[src/rtl/mp_uart_rx.sv]
module mp_uart_rx #(
  parameter int DW  = 8,
  parameter int OSR = 16
) (
  input  logic          clk,
  input  logic          rst_n,
  input  logic          tick,
  input  logic          rxd,
  input  logic          nine_bit,
  input  logic          wr_en,
  input  logic [1:0]    wr_sel,
  input  logic [DW-1:0] wr_data,
  input  logic          flag_clr,
  output logic [DW-1:0] rx_byte,
  output logic          rx_bit9,
  output logic          rx_flag
);
  localparam int CW = $clog2(OSR);
  localparam int BW = $clog2(DW + 1);
  localparam logic [CW-1:0] VOTE = CW'(OSR / 2 + 1);
  localparam logic [CW-1:0] LAST = CW'(OSR - 1);

  typedef enum logic [2:0] {S_IDLE, S_START, S_DATA, S_NINTH, S_STOP} st_t;

  st_t           state;
  logic [1:0]    rx_s;
  logic [1:0]    hist;
  logic [CW-1:0] cnt;
  logic [BW-1:0] bit_idx;
  logic [DW-1:0] shreg;
  logic          ninth;
  logic [DW-1:0] node_addr, node_mask;
  logic          mp_en;

  wire rx_in    = rx_s[1];
  wire vote     = (hist[1] & hist[0]) | (hist[1] & rx_in) | (hist[0] & rx_in);
  wire at_vote  = tick && cnt == VOTE;
  wire at_end   = tick && cnt == LAST;
  wire [CW-1:0] cnt_nx = (cnt == LAST) ? '0 : cnt + 1'b1;

  wire frame_done = at_vote && state == S_STOP;
  wire cur_b9     = nine_bit ? ninth : vote;

  wire [DW-1:0] bc_pat = node_addr | node_mask;
  wire dir_hit = ((shreg ^ node_addr) & node_mask) == '0;
  wire bc_hit  = ((shreg ^ bc_pat) & bc_pat) == '0;
  wire pass    = !mp_en || (cur_b9 && (dir_hit || bc_hit));
  wire accept  = frame_done && !rx_flag && pass;

  always_ff @(posedge clk) begin
    if (!rst_n) begin
      rx_s <= 2'b11;
      hist <= 2'b11;
    end else begin
      rx_s <= {rx_s[0], rxd};
      if (tick) hist <= {hist[0], rx_in};
    end
  end

  always_ff @(posedge clk) begin
    if (!rst_n) begin
      node_addr <= '0;
      node_mask <= '0;
      mp_en     <= 1'b0;
    end else if (wr_en) begin
      case (wr_sel)
        2'd0:    node_addr <= wr_data;
        2'd1:    node_mask <= wr_data;
        2'd2:    mp_en     <= wr_data[0];
        default: ;
      endcase
    end
  end

  always_ff @(posedge clk) begin
    if (!rst_n) begin
      state   <= S_IDLE;
      cnt     <= '0;
      bit_idx <= '0;
      shreg   <= '0;
      ninth   <= 1'b0;
    end else begin
      case (state)
        S_IDLE: if (tick && !rx_in) begin
          state <= S_START;
          cnt   <= CW'(1);
        end
        S_START: if (tick) begin
          cnt <= cnt_nx;
          if (at_vote && vote) state <= S_IDLE;
          else if (at_end) begin
            state   <= S_DATA;
            bit_idx <= '0;
          end
        end
        S_DATA: if (tick) begin
          cnt <= cnt_nx;
          if (at_vote) shreg <= {vote, shreg[DW-1:1]};
          if (at_end) begin
            bit_idx <= bit_idx + 1'b1;
            if (bit_idx == BW'(DW - 1)) state <= nine_bit ? S_NINTH : S_STOP;
          end
        end
        S_NINTH: if (tick) begin
          cnt <= cnt_nx;
          if (at_vote) ninth <= vote;
          if (at_end) state <= S_STOP;
        end
        S_STOP: if (tick) begin
          cnt <= cnt_nx;
          if (at_vote) state <= S_IDLE;
        end
        default: state <= S_IDLE;
      endcase
    end
  end

  always_ff @(posedge clk) begin
    if (!rst_n) begin
      rx_flag <= 1'b0;
      rx_byte <= '0;
      rx_bit9 <= 1'b0;
    end else if (accept) begin
      rx_flag <= 1'b1;
      rx_byte <= shreg;
      rx_bit9 <= cur_b9;
    end else if (flag_clr) begin
      rx_flag <= 1'b0;
    end
  end
endmodule

[config.mk]
export PLATFORM = sky130hd
export DESIGN_NAME = mp_uart_rx
export DESIGN_NICKNAME = d
export VERILOG_FILES = /design/src/rtl/mp_uart_rx.sv
export SDC_FILE = /design/constraint.sdc
export NUM_CORES = 1
export LEC_CHECK = 0
export CAP_MARGIN = 5
export CORE_MARGIN = 2
export CORE_UTILIZATION = 56
export CTS_CLUSTER_DIAMETER = 120
export CTS_CLUSTER_SIZE = 28
export DETAILED_ROUTE_END_ITERATION = 16
export PLACE_DENSITY = 0.79
export REMOVE_ABC_BUFFERS = 1
export SLEW_MARGIN = 10
export SYNTH_ARGS = -nofsm -noshare
export SYNTH_HDL_FRONTEND = slang
export SYNTH_SLANG_ARGS = --single-unit
[constraint.sdc]
create_clock -name clk -period 2.05 [get_ports clk]
set_input_delay 0.5125 -clock clk [delete_from_list [all_inputs] [get_ports clk]]
set_output_delay 0.5125 -clock clk [all_outputs]
set_load 0.05 [all_outputs]
After elaboration in Yosys (flattened, before gate mapping)
Index checks and enable logic that the tools add are counted.
{ "op_classes": {"muxes": 26, "n_eq_ne": 22, "bitwise": 10, "addsub": 2, "n_reduce_logical": 29} }
{ "op_table": {"columns": ["op", "n"], "rows": [
  ["$mux 3", 12],
  ["$mux 4", 8],
  ["$ne 2x2->1 const B", 11],
  ["$and 8x8->8", 2],
  ["$logic_not 8->1", 2],
  ["$pmux 4 s2", 2],
  ["$xor 8x8->8", 2],
  ["$pmux 3 s5", 1],
  ["$reduce_and 10->1", 1],
  ["$reduce_and 3->1", 3],
  ["$add 4x1->4 const B", 2],
  ["$eq 4x4->1 const B", 2],
  ["$logic_and 1x1->1", 8],
  ["$or 8x8->8", 1],
  ["$eq 3x2->1 const B", 2],
  ["$reduce_and 2->1", 3],
  ["$reduce_and 6->1", 1],
  ["$reduce_bool 2->1", 3],
  ["$eq 4x3->1 const B", 1],
  ["$reduce_or 4->1", 1],
  ["$and 1x1->1", 3],
  ["$eq 3x1->1 const B", 1],
  ["$eq 3x3->1 const B", 1],
  ["$logic_not 1->1", 3],
  ["9 further kinds", 13]
]} }
{ "word_totals": {"inputBits": 17, "word_cells": 102, "regBits": 51} }

Depth between registers and ports, before layout
{ "logic_depth": {"ltp_word": 9, "depth_mapped": 8, "depth_no_buf": 7} }

Worst setup path before layout
Ideal clock, no wire load.
{ "synth_timing": {"path_type": "input to register", "start": "input port tick", "end": "register state[1]", "arrival_time_ns": 1.636, "required_time_ns": 1.931, "setup_time_ns": 0.119, "n_path_buf": 2, "stages": 7, "path_slack_ns": 0.295, "cell_sequence": "buf_2 -> and4b_1 -> clkbuf_2 -> a21boi_1 -> o21ai_1 -> o311ai_1 -> o221a_1"} }
{ "synth_between": {"elab_chain_cells": 5} }
{ "synth_rtl": {"columns": ["element", "line_no", "text"], "rows": [
  ["start, declared", "7", "input logic tick,"],
  ["$logic_and 1x1->1", "37", "wire at_vote = tick && cnt == VOTE;"],
  ["$logic_and 1x1->1", "90", "if (at_vote && vote) state <= S_IDLE;"],
  ["$mux 3", "90", null],
  ["$mux 3", "88", "S_START: if (tick) begin"],
  ["$pmux 3 s5", "83", "case (state)"],
  ["end signal, assigned", "101", "if (bit_idx == BW'(DW - 1)) state <= nine_bit ? S_NINTH : S_STOP;"],
  ["end, declared", "25", "st_t state;"]
]} }
Parallel ways exist; a longest one is shown, timed or not. The select of a mux whose other input is x is not followed.
A chain may end at the register's enable or synchronous reset.

Worst setup path after layout
{ "layout_timing": {"start": "register rx_flag", "end": "output port rx_flag"} }
{ "layout_lines": {"columns": ["element", "line_no", "text"], "rows": [
  ["start, declared", "16", "output logic rx_flag"],
  ["start signal, assigned", "120", "rx_flag <= 1'b0;"],
  ["start signal, assigned", "124", "rx_flag <= 1'b1;"],
  ["start signal, assigned", "128", "rx_flag <= 1'b0;"]
]} }
No word-level cell between the ends.

==> reports/results.txt <==
Clock Tree Buf Depth - 2
Core ar. - 4260 um^2
CTS clk-pin slew, worst paths - 90 ps
syn_area_per_cell - 9.15 um^2
share of the synthesized area in the top cell type - 41.8%
post-synthesis compound-gate area fraction - 12.0%
Row Count - 24
R2R Setup Slk - 250 ps
Slew Limit Fails - 0
# port buffers - 26
vias per inst - 5.52
die boundary height - 70.0 um
Lkg Pwr - 0.00120 uW
Mapped Cells - 267
most frequent cells after synthesis - 51 x dfxtp_1, 47 x nor2_1, 40 x mux2i_1
global-route wire length before repair - 7.90 mm
Yosys reg bits - 51
TritonCTS Buffers - 5
async set or reset register ratio after synthesis - 0%
Critical Path RT - 1540 ps
CTS Sinks - 51
Buffers & Inverters on Critical Path - 1
Fin. Hold Viols - 0
Slowest Stage Delay on Critical Path - 820 ps
antenna violations before repair - 0
io pins - 27
via count - 1936
starting density of the core - 57.3%
P_sw - 443 uW
Synth area leaders - dfxtp_1 42%, mux2i_1 16%, nor2_1 7.2%
Post-Route WL - 4.61 mm
end point of the critical path - rx_flag
worst-skew pair later-pin latency - 310 ps
final setup fails - 0
H-tree levels - 2
largest net degree at the start of global routing - 26
cell area after layout - 2850 um^2
final net count - 318
TritonCTS clock tree - done
Worst Path Class, Setup - flop to primary output
Worst Setup SP - rx_flag
number of global-route vias before repair - 1778
largest area contributor in the netlist - dfxtp_1
critical path cell sequence - clkdlybuf4s50_1
Critical R2R Capture - bit_idx[1]
drt initial violations - 133
sequential power share - 57.8%
Max-Cap Viols - 0
Worst setup SP type - flop
Adder-Cell Fraction of Synth Area - 1.95%
Ys Warns - 0
worst r2r src - cnt[1]
GRT Util Overall - 19.8%
Netlist cell types - 51
Comb pwr share - 9.3%
n_diodes - 0
grt ovf - 0
layout cells sized above 1 - 8.03%
Layout Skew - 7.03 ps
Peak supply drop - 0.000420 V
clock share of power - 32.9%
xor/xnor share of the synthesized area - 3.94%
Synth Flop Type - dfxtp_1
die width - 70.0 um
routability cong. - 0.795
RSZ-0062 raised after global routing - no
most instantiated library cell after synthesis - dfxtp_1
Worst Path Max Fanout - 3
die area - 4910 um^2
EDFF count, synth - 0
Placed Instance Area - 2760 um^2
CP top delay family - buffers and inverters
post-CTS resize count - 0
Worst path slowest cell - clkdlybuf4s50_1
Setup Total Neg Slack - 0 ps
Fmax - 498 MHz
Final ANT Viol Nets - 0
worst min path class - flop to flop
status - finished clean
CP Capture Type - primary output
setup bufs post-CTS - 0
crit path time final - 2010 ps
R2R depth - 8
average wire per standard cell - 13.1 um
fillcell total - 359
drt first pass iters - 4
Net Sw Frac - 24.9%
worst slew pin tran - 564 ps
DRC - 0
main combinational cell family by area after synthesis - simple AND/OR/NAND/NOR gates
mapped cell area - 2440 um^2
Seq/Total Area, Yosys - 41.8%
HPWL Detailed - 3.34 mm
period utilisation layout - 98.0%
Area growth syn-to-layout - 16.6%
CP Depth - 1
Power Internal - 1340 uW
Arrival @ worst endpoint - 1500 ps
Root Buffer - clkbuf_8
multiplexer area fraction after synthesis - 16.4%
cell area power density - 626 nW/um^2
hold_buf cts - 0
Slew headroom - 62.3%
Post-Synth Simple-Gate Area - 18.6%
==> metrics by stage <==
step | std cells | hold WS [ps] | power, uW | utilization, % | setup WS (ps)
finish | 351 | 419 | 1780 | 66.8 | 41.3
global route | 351 | 442 | 1850 | 66.8 | 15.9
CTS | 351 | 422 | 1790 | 66.8 | 32.5
detailed placement | 343 | 396 | 1220 | 64.7 | -104
global placement | 343 | 396 | 1220 | 64.7 | -40.6
floorplan | 252 | 386 | 1140 | - | 123
==> state kept, by name, indices dropped and copies added (netlist names) <==
| name | cells |
|---|---|
| node_addr | 8 |
| node_mask | 8 |
| rx_byte | 8 |
| shreg | 8 |
| bit_idx | 4 |
| cnt | 4 |
| state | 3 |
| hist | 2 |
| rx_s | 2 |
| mp_en | 1 |
| ninth | 1 |
| rx_bit9 | 1 |
| rx_flag | 1 |
==> power groups by stage <==
stage / clock network (uW) / logic [uW] / registers, uW
after floorplan: 0 / 91.9 / 1050
after global placement: 0 / 164 / 1050
after detailed placement: 0 / 167 / 1050
after CTS: 595 / 167 / 1030
after global routing: 630 / 185 / 1030
final: 587 / 166 / 1030
==> metal layers <==
| layer | up-vias | wire, um | track usage, % |
|---|---|---|---|
| met3 | 6 | 201 | 5.34 |
| li1 | 992 | - | - |
| met2 | 36 | 2240 | 32.3 |
| met4 | 0 | 43 | 4.49 |
| met1 | 902 | 2130 | 26.5 |
| met5 | - | 0 | 0 |
==> cell families after synthesis <==
kind of cell    Yosys count
compound gates           42
xor+xnor                 11
fa+ha+maj                 4
buf+inv                  22
flops                    51
mux                      40
simple gates             97
==> placed cells by master (no fill, tap or decap), types with 2 or more instances in the layout <==
cell type | synthesis | layout
buf_4 | 0 | 14
a21oi_1 | 9 | 9
dfxtp_1 | 51 | 51
clkbuf_8 | 2 | 5
nor3_1 | 4 | 4
nand3b_1 | 3 | 3
mux2i_1 | 40 | 40
nand4_1 | 2 | 2
a31oi_1 | 2 | 2
o22ai_1 | 4 | 4
or4_1 | 2 | 2
nand4b_1 | 2 | 2
nor2_1 | 47 | 47
o21bai_1 | 2 | 2
o211ai_1 | 2 | 2
a22oi_1 | 5 | 5
nand2_1 | 21 | 21
clkdlybuf4s50_1 | 0 | 25
o21ai_0 | 5 | 5
inv_1 | 6 | 6
xor2_1 | 10 | 10
nor2b_1 | 3 | 3
a211oi_1 | 2 | 2
ha_1 | 3 | 3
nand2b_1 | 5 | 5
==> area by class of cell <==
type | count | area, um^2 | share of cell area, %
Timing Repair Buffer | 39 | 355 | 12.5
Sequential cell | 51 | 1020 | 35.8
Clock buffer | 6 | 72.6 | 2.55
Clock inverter | 2 | 16.3 | 0.571
Tap cell | 52 | 65.1 | 2.28
Inverter | 7 | 26.3 | 0.922
Multi-Input combinational cell | 194 | 1290 | 45.4
==> worst min path at each step <==
| stage | start | to | slack, ps | depth (start not counted) |
|---|---|---|---|---|
| CTS | rx_s[0] | rx_s[1] | 420 | 1 |
| floorplan | rx_s[0] | rx_s[1] | 390 | 1 |
| global placement | rx_s[0] | rx_s[1] | 400 | 1 |
| detailed placement | rx_s[0] | rx_s[1] | 400 | 1 |
| finish | rx_s[0] | rx_s[1] | 420 | 1 |
| global route | rx_s[0] | rx_s[1] | 440 | 1 |
Note: power is estimated with default switching activity, not from simulation.
